**config.mk**
```make
export PLATFORM = sky130hd
export DESIGN_NAME = sdc_cmd_issue
export DESIGN_NICKNAME = d
export VERILOG_FILES = /design/src/rtl/sdc_pkg.sv /design/src/rtl/sdc_cmd_fsm.sv /design/src/rtl/sdc_status.sv /design/src/rtl/sdc_resp_store.sv /design/src/rtl/sdc_cmd_issue.sv
export SDC_FILE = /design/constraint.sdc
export NUM_CORES = 1
export LEC_CHECK = 0
export ABC_AREA = 0
export BUFFER_PORTS_ARGS = -buffer_cell sky130_fd_sc_hd__buf_2
export CAP_MARGIN = 20
export CORE_UTILIZATION = 25
export DETAILED_ROUTE_END_ITERATION = 12
export SKIP_LAST_GASP = 1
export SLEW_MARGIN = 30
export SYNTH_ARGS = -nofsm -noshare
export SYNTH_HDL_FRONTEND = slang
export SYNTH_SLANG_ARGS = --single-unit
```
**constraint.sdc**
```tcl
create_clock -name clk -period 3.9 [get_ports clk]
set_input_delay 0 -clock clk [delete_from_list [all_inputs] [get_ports clk]]
set_output_delay 0 -clock clk [all_outputs]
set_load 0.1 [all_outputs]
```
**src/rtl/sdc_pkg.sv**
```systemverilog
package sdc_pkg;
  localparam int IDX_W  = 6;
  localparam int CMDW_W = 16;
  localparam int ERR_W  = 10;
  localparam int RERR_W = 4;

  localparam logic [1:0] RSEL_NONE  = 2'b00;
  localparam logic [1:0] RSEL_LONG  = 2'b01;
  localparam logic [1:0] RSEL_SHORT = 2'b10;
  localparam logic [1:0] RSEL_BUSY  = 2'b11;

  typedef enum logic [1:0] {ST_IDLE = 2'd0, ST_PEND = 2'd1, ST_WAIT = 2'd2} cmd_state_e;

  typedef struct packed {
    logic [IDX_W-1:0] idx;
    logic             dat;
    logic             idx_chk;
    logic             crc_chk;
    logic [1:0]       rsel;
  } cmd_fields_t;

  function automatic cmd_fields_t decode_cmd(input logic [CMDW_W-1:0] w);
    cmd_fields_t f;
    f.idx     = w[13:8];
    f.dat     = w[5];
    f.idx_chk = w[4];
    f.crc_chk = w[3];
    f.rsel    = w[1:0];
    return f;
  endfunction

  function automatic logic needs_dat_line(input cmd_fields_t f);
    return f.dat || (f.rsel == RSEL_BUSY);
  endfunction

  // bit0 timeout, bit1 crc, bit2 end bit, bit3 index
  function automatic logic [RERR_W-1:0] rsp_err_bits(input logic timeout, input logic crc_bad,
                                                     input logic end_bad, input logic idx_bad,
                                                     input logic crc_chk, input logic idx_chk);
    logic [RERR_W-1:0] e;
    e = '0;
    if (timeout) e[0] = 1'b1;
    else begin
      e[1] = crc_bad & crc_chk;
      e[2] = end_bad;
      e[3] = idx_bad & idx_chk;
    end
    return e;
  endfunction
endpackage

```
**src/rtl/sdc_cmd_fsm.sv**
```systemverilog
module sdc_cmd_fsm import sdc_pkg::*; #(
  parameter int ARG_W = 32
) (
  input  logic                 clk,
  input  logic                 rst_n,
  input  logic                 cmd_wr,
  input  logic [CMDW_W-1:0]    cmd_word,
  input  logic [ARG_W-1:0]     cmd_arg,
  input  logic                 dat_inh,
  input  logic                 abort_ext,
  input  logic                 rsp_valid,
  input  logic [IDX_W-1:0]     rsp_index,
  input  logic                 rsp_timeout,
  input  logic                 rsp_crc_bad,
  input  logic                 rsp_end_bad,
  output logic                 cmd_inh,
  output logic                 issue_valid,
  output logic [IDX_W-1:0]     issue_index,
  output logic [ARG_W-1:0]     issue_arg,
  output logic [1:0]           issue_rsel,
  output logic                 issue_dat,
  output logic                 dat_start,
  output logic                 cmd_done_evt,
  output logic                 cap_evt,
  output logic                 rsp_err_evt,
  output logic [RERR_W-1:0]    rsp_err
);
  cmd_state_e        state_q, state_d;
  cmd_fields_t       fld_q;
  logic [ARG_W-1:0]  arg_q;
  logic              issue_q;
  logic              wr_accept, line_free, fire, rsp_seen;
  logic [RERR_W-1:0] ebits;

  assign wr_accept = cmd_wr && (state_q == ST_IDLE);
  assign line_free = !(needs_dat_line(fld_q) && dat_inh);
  assign fire      = (state_q == ST_PEND) && !abort_ext && line_free;
  assign ebits     = rsp_err_bits(rsp_timeout, rsp_crc_bad, rsp_end_bad,
                                  rsp_index != fld_q.idx, fld_q.crc_chk, fld_q.idx_chk);
  assign rsp_seen  = (state_q == ST_WAIT) && rsp_valid && !abort_ext;

  assign dat_start    = fire && needs_dat_line(fld_q);
  assign rsp_err_evt  = rsp_seen && (|ebits);
  assign rsp_err      = rsp_err_evt ? ebits : '0;
  assign cap_evt      = rsp_seen && !(|ebits);
  assign cmd_done_evt = cap_evt || (fire && fld_q.rsel == RSEL_NONE);

  always_comb begin
    state_d = state_q;
    unique case (state_q)
      ST_IDLE: if (wr_accept) state_d = ST_PEND;
      ST_PEND: begin
        if (abort_ext) state_d = ST_IDLE;
        else if (fire) state_d = (fld_q.rsel == RSEL_NONE) ? ST_IDLE : ST_WAIT;
      end
      ST_WAIT: if (abort_ext || rsp_valid) state_d = ST_IDLE;
      default: state_d = ST_IDLE;
    endcase
  end

  always_ff @(posedge clk or negedge rst_n) begin
    if (!rst_n) begin
      state_q <= ST_IDLE;
      fld_q   <= '0;
      arg_q   <= '0;
      issue_q <= 1'b0;
    end else begin
      state_q <= state_d;
      issue_q <= fire;
      if (wr_accept) begin
        fld_q <= decode_cmd(cmd_word);
        arg_q <= cmd_arg;
      end
    end
  end

  assign cmd_inh     = (state_q != ST_IDLE);
  assign issue_valid = issue_q;
  assign issue_index = fld_q.idx;
  assign issue_arg   = arg_q;
  assign issue_rsel  = fld_q.rsel;
  assign issue_dat   = needs_dat_line(fld_q);

  p_wr_sets_inh_r2: assert property (@(posedge clk) disable iff (!rst_n)
    cmd_wr && !cmd_inh |=> cmd_inh);
  p_issue_while_busy_r1: assert property (@(posedge clk) disable iff (!rst_n)
    $rose(issue_valid) |-> $past(cmd_inh));
  p_dat_line_free_r3: assert property (@(posedge clk) disable iff (!rst_n)
    issue_valid && issue_dat |-> !$past(dat_inh));
endmodule

```
**src/rtl/sdc_status.sv**
```systemverilog
module sdc_status import sdc_pkg::*; #(
  parameter int EW = ERR_W,
  localparam int AUX_W = EW - RERR_W - 3
) (
  input  logic              clk,
  input  logic              rst_n,
  input  logic              cmd_done_evt,
  input  logic              dat_start,
  input  logic              rsp_err_evt,
  input  logic [RERR_W-1:0] rsp_err,
  input  logic              xfer_done,
  input  logic              dat_timeout,
  input  logic              dat_crc_bad,
  input  logic              dat_end_bad,
  input  logic [AUX_W-1:0]  aux_err,
  input  logic [1:0]        nsts_clr,
  input  logic [EW-1:0]     ests_clr,
  output logic              dat_inh,
  output logic [1:0]        norm_sts,
  output logic [EW-1:0]     err_sts
);
  logic          dat_inh_q;
  logic [1:0]    norm_q;
  logic [EW-1:0] err_q;
  logic [2:0]    dat_err;
  logic          abort, xfer_evt;

  assign dat_err  = dat_inh_q ? {dat_end_bad, dat_crc_bad, dat_timeout} : 3'b000;
  assign abort    = rsp_err_evt || (|aux_err);
  assign xfer_evt = dat_inh_q && xfer_done && !(|dat_err) && !abort;

  always_ff @(posedge clk or negedge rst_n) begin
    if (!rst_n) begin
      dat_inh_q <= 1'b0;
      norm_q    <= '0;
      err_q     <= '0;
    end else begin
      norm_q <= (norm_q & ~nsts_clr) | {xfer_evt, cmd_done_evt};
      err_q  <= (err_q & ~ests_clr) | {aux_err, dat_err, rsp_err};
      if (abort)                                       dat_inh_q <= 1'b0;
      else if (dat_start)                              dat_inh_q <= 1'b1;
      else if (dat_inh_q && (xfer_done || (|dat_err))) dat_inh_q <= 1'b0;
    end
  end

  assign dat_inh  = dat_inh_q;
  assign norm_sts = norm_q;
  assign err_sts  = err_q;

  p_xfer_needs_inh_r9: assert property (@(posedge clk) disable iff (!rst_n)
    $rose(norm_sts[1]) |-> $past(dat_inh));
  p_w1c_r11: assert property (@(posedge clk) disable iff (!rst_n)
    nsts_clr[0] && !cmd_done_evt |=> !norm_sts[0]);
endmodule

```
**src/rtl/sdc_resp_store.sv**
```systemverilog
module sdc_resp_store import sdc_pkg::*; #(
  parameter int WORD_W  = 32,
  parameter int N_WORDS = 4,
  parameter int SHIFT   = 8,
  localparam int TOT    = WORD_W * N_WORDS,
  localparam int PAY_W  = TOT - SHIFT
) (
  input  logic             clk,
  input  logic             rst_n,
  input  logic             cap_evt,
  input  logic [1:0]       cap_rsel,
  input  logic [PAY_W-1:0] payload,
  output logic [TOT-1:0]   resp_data
);
  logic [TOT-1:0] long_v;
  assign long_v = {payload, {SHIFT{1'b0}}};

  for (genvar k = 0; k < N_WORDS; k++) begin : g_word
    logic [WORD_W-1:0] word_q;
    logic [WORD_W-1:0] short_v;
    if (k == 0) begin : g_low
      assign short_v = payload[WORD_W-1:0];
    end else begin : g_high
      assign short_v = '0;
    end
    always_ff @(posedge clk or negedge rst_n) begin
      if (!rst_n) word_q <= '0;
      else if (cap_evt) word_q <= (cap_rsel == RSEL_LONG) ? long_v[k*WORD_W +: WORD_W] : short_v;
    end
    assign resp_data[k*WORD_W +: WORD_W] = word_q;
  end
endmodule

```
**src/rtl/sdc_cmd_issue.sv**
```systemverilog
module sdc_cmd_issue import sdc_pkg::*; #(
  parameter int ARG_W   = 32,
  parameter int WORD_W  = 32,
  parameter int N_WORDS = 4,
  localparam int TOT    = WORD_W * N_WORDS,
  localparam int PAY_W  = TOT - 8,
  localparam int AUX_W  = ERR_W - RERR_W - 3
) (
  input  logic              clk,
  input  logic              rst_n,
  input  logic              cmd_wr,
  input  logic [CMDW_W-1:0] cmd_word,
  input  logic [ARG_W-1:0]  cmd_arg,
  output logic              issue_valid,
  output logic [IDX_W-1:0]  issue_index,
  output logic [ARG_W-1:0]  issue_arg,
  output logic [1:0]        issue_rsel,
  input  logic              rsp_valid,
  input  logic [IDX_W-1:0]  rsp_index,
  input  logic              rsp_timeout,
  input  logic              rsp_crc_bad,
  input  logic              rsp_end_bad,
  input  logic [PAY_W-1:0]  rsp_payload,
  input  logic              xfer_done,
  input  logic              dat_timeout,
  input  logic              dat_crc_bad,
  input  logic              dat_end_bad,
  input  logic [AUX_W-1:0]  aux_err,
  input  logic [1:0]        nsts_clr,
  input  logic [ERR_W-1:0]  ests_clr,
  output logic              cmd_inh,
  output logic              dat_inh,
  output logic [1:0]        norm_sts,
  output logic [ERR_W-1:0]  err_sts,
  output logic [TOT-1:0]    resp_data
);
  logic              issue_dat, dat_start, cmd_done_evt, cap_evt, rsp_err_evt;
  logic [RERR_W-1:0] rsp_err;

  sdc_cmd_fsm #(.ARG_W(ARG_W)) u_fsm (
    .clk(clk), .rst_n(rst_n), .cmd_wr(cmd_wr), .cmd_word(cmd_word), .cmd_arg(cmd_arg),
    .dat_inh(dat_inh), .abort_ext(|aux_err), .rsp_valid(rsp_valid), .rsp_index(rsp_index),
    .rsp_timeout(rsp_timeout), .rsp_crc_bad(rsp_crc_bad), .rsp_end_bad(rsp_end_bad),
    .cmd_inh(cmd_inh), .issue_valid(issue_valid), .issue_index(issue_index),
    .issue_arg(issue_arg), .issue_rsel(issue_rsel), .issue_dat(issue_dat),
    .dat_start(dat_start), .cmd_done_evt(cmd_done_evt), .cap_evt(cap_evt),
    .rsp_err_evt(rsp_err_evt), .rsp_err(rsp_err)
  );

  sdc_status #(.EW(ERR_W)) u_status (
    .clk(clk), .rst_n(rst_n), .cmd_done_evt(cmd_done_evt), .dat_start(dat_start),
    .rsp_err_evt(rsp_err_evt), .rsp_err(rsp_err), .xfer_done(xfer_done),
    .dat_timeout(dat_timeout), .dat_crc_bad(dat_crc_bad), .dat_end_bad(dat_end_bad),
    .aux_err(aux_err), .nsts_clr(nsts_clr), .ests_clr(ests_clr),
    .dat_inh(dat_inh), .norm_sts(norm_sts), .err_sts(err_sts)
  );

  sdc_resp_store #(.WORD_W(WORD_W), .N_WORDS(N_WORDS), .SHIFT(8)) u_store (
    .clk(clk), .rst_n(rst_n), .cap_evt(cap_evt), .cap_rsel(issue_rsel),
    .payload(rsp_payload), .resp_data(resp_data)
  );

  p_err_keeps_resp_r8: assert property (@(posedge clk) disable iff (!rst_n)
    rsp_err_evt |=> $stable(resp_data) && !cmd_inh);
  p_done_frees_cmd_r4: assert property (@(posedge clk) disable iff (!rst_n)
    $rose(norm_sts[0]) |-> !cmd_inh);
endmodule

```
; ---- Yosys cells after proc, flatten, opt, wreduce, memory -nomap -nowiden
; Index checks and enable logic that the tools add are counted.
[word_totals]
output_inout_bits = 183
latchBits = 0
mem_bits_ro = 0
mem_count = 0
ff_bits = 187
wordCells = 80
ramBits = 0
[classes]
reduce_logical = 32
mux = 17
shift = 0
add_sub_neg = 0
n_eq_ne = 8
div_mod_pow = 0
multipliers = 0
bitwise = 8
n_lt_le_gt_ge = 0
[op_table]
columns = cell, count
row1 = two-way mux 32 bit, 4
row2 = logical AND 1 bit, 14
row3 = bitwise AND 10 bit, 1
row4 = two-way mux 2 bit, 5
row5 = NOT 10 bit, 1
row6 = bitwise OR 10 bit, 1
row7 = two-way mux 3 bit, 2
row8 = inequality test 6 bit, 1
row9 = one-hot mux 2 bit (3 select lines), 1
row10 = OR reduction 3 bit, 2
row11 = zero test 1 bit, 5
row12 = logical OR 1 bit, 5
row13 = "== test 2 x 1 -> 1 bit, second input constant", 2
row14 = "== test 2 bit, second input constant", 2
row15 = zero test 2 bit, 2
row16 = two-way mux 1 bit, 4
row17 = two-way mux 4 bit, 1
row18 = OR reduction 4 bit, 1
row19 = "inequality test 3 x 1 -> 1 bit, second input constant", 1
row20 = AND reduction 3 bit, 1
row21 = nonzero test 3 bit, 1
row22 = bitwise AND 1 bit, 2
row23 = bitwise AND 2 bit, 1
row24 = "inequality test 2 x 1 -> 1 bit, second input constant", 1
row25 = 4 further kinds, 4

; ---- Logic depth before layout (Yosys ltp)
[logic_depth]
ltp_word = 9
ltp_mapped = 7
depth_no_buf = 4

; ---- Hierarchy
; A second synthesis with hierarchy kept.
[unflattened]
hier_cells = 765
hier_area_um2 = 8365.5
[by_module_without_submodules]
columns = module, cells_per_inst, instances, area_each_um2, seq_area_each_um2
row1 = sdc_resp_store, 580, 1, 5864.4, 3203.1
row2 = sdc_cmd_fsm, 138, 1, 1980.6, 1151.1
row3 = sdc_status, 46, 1, 514.2, 325.3
row4 = sdc_cmd_issue, 1, 1, 6.3, 0.0

; ---- Worst setup path after synthesis
; Ideal clock, no wire load.
[synth_path]
kind = register to register
from = register u_fsm.state_q[0]
to = register u_fsm.arg_q[0], in the netlist u_fsm.issue_arg[0]
setup_ns = 0.125
path_buffers = 1
setup_slack_ns = 1.877
synth_period_minus_slack_ns = 2.023
stages_incl_launch_ff = 5
arrival_ns = 1.898
path_cell_list = dfrtp_1 > or2_2 > nor2_1 > buf_2 > mux2_2
[synth_between]
elab_chain_cells = 2
[synth_lines]
columns = element, line_no
row1 = from (decl), sdc_cmd_fsm.sv:28  ; cmd_state_e state_q, state_d;
row2 = from (signal assigned), sdc_cmd_fsm.sv:68  ; state_q <= state_d;
row3 = zero test 2 bit, sdc_cmd_fsm.sv:35  ; assign wr_accept = cmd_wr && (state_q == ST_IDLE);
row4 = logical AND 1 bit, sdc_cmd_fsm.sv:35
row5 = to (signal assigned), sdc_cmd_fsm.sv:72  ; arg_q <= cmd_arg;
row6 = to (decl), sdc_cmd_fsm.sv:30  ; logic [ARG_W-1:0] arg_q;
; No other way between the ends.
; A chain may end at the register's enable or synchronous reset.

; ---- Final worst setup path
[layout_path]
from = register u_fsm.fld_q (netlist bit u_fsm.issue_index[0])
to = register u_status.norm_q[1], in the netlist u_status.norm_sts[1]
[layout_between]
elab_chain_cells = 9
[layout_lines]
columns = element, line_no
row1 = from (decl), sdc_cmd_fsm.sv:29  ; cmd_fields_t fld_q;
row2 = from (signal assigned), sdc_cmd_fsm.sv:71  ; fld_q <= decode_cmd(cmd_word);
row3 = inequality test 6 bit, sdc_cmd_fsm.sv:39  ; rsp_index != fld_q.idx, fld_q.crc_chk, fld_q.idx_chk);
row4 = bitwise AND 1 bit, sdc_pkg.sv:46  ; e[3] = idx_bad & idx_chk;
row5 = two-way mux 3 bit, sdc_pkg.sv:42  ; if (timeout) e[0] = 1'b1;
row6 = OR reduction 4 bit, sdc_cmd_fsm.sv:43  ; assign rsp_err_evt = rsp_seen && (|ebits);
row7 = logical AND 1 bit, sdc_cmd_fsm.sv:43
row8 = logical OR 1 bit, sdc_status.sv:29  ; assign abort = rsp_err_evt || (|aux_err);
row9 = zero test 1 bit, sdc_status.sv:30  ; assign xfer_evt = dat_inh_q && xfer_done && !(|dat_err) && !abort;
row10 = logical AND 1 bit, sdc_status.sv:30
row11 = bitwise OR 2 bit, sdc_status.sv:38  ; norm_q <= (norm_q & ~nsts_clr) | {xfer_evt, cmd_done_evt};
row12 = to (signal assigned), sdc_status.sv:38
row13 = to (decl), sdc_status.sv:23  ; logic [1:0] norm_q;
; No other way between the ends.

==> out/metrics.cfg <==
[run_status]
outcome = finished, final reports clean

[route]
drt-initial-drc-count = 417
drc = 0
viasPerCell = 5.20
dr.pass1.iters = 6
wl_um = 33500
via_count = 8779
avgRoutedWirePerCell_um = 19.9
ant_nets = 0

[timing]
relSlewSlack = 0.496
rsz0062_at_grt = no
finalSetupTns_ns = 0
setup_viol = 0
max_freq_mhz = 396
max_slew.worst_pin.slew_ns = 0.756
fin_crit_sh = 0.648
min_period_ns = 2.53
finalHoldViolCount = 0
fin_worst_skew_ns = 0.0117
finalMaxSlewViolations = 0

[yosys]
synth_edf_count = 0
yosysUniqueCellTypes = 41
dominantRegCellSynth = dfrtp_1
syn_inst = 723
syn_nets = 923
ys_async_sr_fraction = 1.00
synth_seq_cells = 187
yosys_warnings = 0
synth-seq-area-share = 0.523
syn_area_per_cell_um2 = 12.4
netlist_area_um2 = 8940

[layout]
regArea_um2 = 4680
layout-drive-gt1-share = 0.392
area_growth_pct = 53.6
final_area_um2 = 13700
multi_input_area_um2 = 3670
layout.nets = 1419
diodes = 0
nFillCells = 3401

[critical_path]
worstSetupStartpointType = flip-flop
cp_cell_sequence = xnor2_1 -> nand4_1 -> buf_4 -> o21ai_0 -> a32o_1 -> dlygate4sd3_1
worstPathMaxFanout = 44
worstSetupPathType = reg2reg
cp-end-kind = flip-flop
cp_slowest_stage_delay_ns = 0.54
required_ns = 4.23
worstPathArrival_ns = 2.86
cp_top_family = buffers and inverters
crit_slowest_cell = dlygate4sd3_1
path_buf_inv = 2

[power_and_ir_drop]
powerDensity_nw_per_um2 = 383
p_leak_nw = 7.45
irDropWorstVdd_mv = 0.303
design_power_total_mw = 5.26

[grt]
grt_pass1_wl_um = 51400
antenna_found_initial = 0
gr-total-overflow = 0
first_global_vias = 9190
grt_usage = 0.181
grt_start_max_net_pins = 129

[floorplanning]
rows = 68
io_pins = 383
initial_utilization = 0.256
die_x_um = 191
coreArea_um2 = 34900
dieArea_um2 = 36500
die_h_um = 191

[min_path]
hp-class = in2async

[job]
max-cap-violations = 0

[clocking]
clock_sinks = 187
cts_made_buffers = 17
clock_latency_ns = 0.45
clk_path_buf_depth = 2
ctsResizeCount = 0
clk_pin_slew_ns = 0.08
htree_levels = 4
root_buffer = clkbuf_16
cts_tree = yes

[place]
gp_congestion = 0.733
io_buffers = 377
dpl.hpwl_um = 20100
dpl-instance-area_um2 = 11200

==> timing repair <==
item,4_1_cts,5_1_grt
hold endpoints to repair,286,0
hold buffers,190,0
setup buffers,0,0
==> through the flow <==
stage,hold slack [ns],instances,setup WS [ns],util
2_1_floorplan,-0.296,723,1.88,-
3_3_place_gp,0.150,1460,1.44,0.319
3_5_place_dp,0.159,1463,1.42,0.322
4_1_cts,0.0246,1685,1.36,0.393
5_1_grt,0.00606,1687,1.18,0.394
6_report,0.0111,1687,1.37,0.394
==> worst paths after layout <==
kind	startpoint	endpoint	slack, ns	depth (start not counted)
max in group asynchronous	rst_n	u_store.g_word[0].word_q[23]	3.07	3
min in group clk	dat_crc_bad	u_status.dat_inh	0.07	5
hold / removal	rst_n	u_fsm.issue_arg[28]	0.01	2
setup reg to reg	u_fsm.issue_index[0]	u_status.norm_sts[1]	1.37	6
setup / recovery	u_fsm.issue_index[0]	u_status.norm_sts[1]	1.37	6
hold reg to reg	u_fsm.state_q[1]	u_fsm.state_q[0]	0.49	1
==> layer usage <==
layer,part of all wire,track usage
met5,0,0
met3,0.053,0.0378
met1,0.43,0.226
met4,0.028,0.0723
met2,0.49,0.303
==> synthesized netlist by cell type (3+ instances only) <==
master | instances | area (um2)
a41o_1 | 104 | 1040
nand2_1 | 10 | 37.5
o21ai_0 | 8 | 40.0
nand2b_1 | 3 | 18.8
nor2_1 | 7 | 26.3
buf_4 | 10 | 75.1
o311a_1 | 127 | 1270
mux2i_1 | 23 | 230
xnor2_1 | 6 | 52.6
buf_2 | 43 | 215
inv_1 | 39 | 146
a21o_1 | 3 | 22.5
a31oi_1 | 23 | 144
mux2_2 | 43 | 484
nand4_1 | 3 | 18.8
clkbuf_1 | 56 | 210
dfrtp_1 | 187 | 4680
==> cells by family (layout without fill, tap and decap cells) <==
group	count (synthesis)	in the layout	synth area share
buffers and inverters	150	659	0.0732
flip-flops	187	187	0.523
AO/OA/AOI/OAI	281	281	0.298
multiplexers	66	66	0.0799
AND/OR/NAND/NOR	33	33	0.0201
XOR/XNOR	6	6	0.00588
==> layout make-up <==
| type | instances | share of cell area |
|---|---|---|
| flip-flops and latches | 187 | 0.341 |
| repair buffers | 588 | 0.299 |
| multi-input cells | 386 | 0.267 |
| well taps | 455 | 0.0414 |
| clock buffers | 18 | 0.0320 |
| inverters | 39 | 0.0107 |
| clock inverters | 14 | 0.00920 |
==> placed cells by master, fill, tap and decap left out, drive strengths merged, types with 2 or more instances in the layout <==
master       instances
clkinvlp             2
o31a                 2
a31oi               23
nand2b               3
dfrtp              187
a21o                 3
mux2i               23
o32a                 2
xnor2                6
clkinv               4
a32o                 2
nand2               10
buf                397
inv                 47
mux2                43
nand4                3
nor2                 7
o311a              127
a41o               104
dlygate4sd3        190
clkbuf              19
o21ai                8
==> flip-flops by register name, summed over array words and instances (netlist names) <==
register	flops
u_store.g_word.word_q	128
u_fsm.issue_arg	32
u_status.err_sts	10
u_fsm.issue_index	6
u_fsm.fld_q	3
u_fsm.issue_rsel	2
u_fsm.state_q	2
u_status.norm_sts	2
u_fsm.issue_valid	1
u_status.dat_inh	1
==> power breakdown <==
group / switching (mW) / internal [mW]
Combinational: 1.03 / 0.410
Sequential: 0.0579 / 2.02
Clock: 0.883 / 0.862
Total: 1.97 / 3.29
Note: power is estimated with default switching activity, not from simulation.
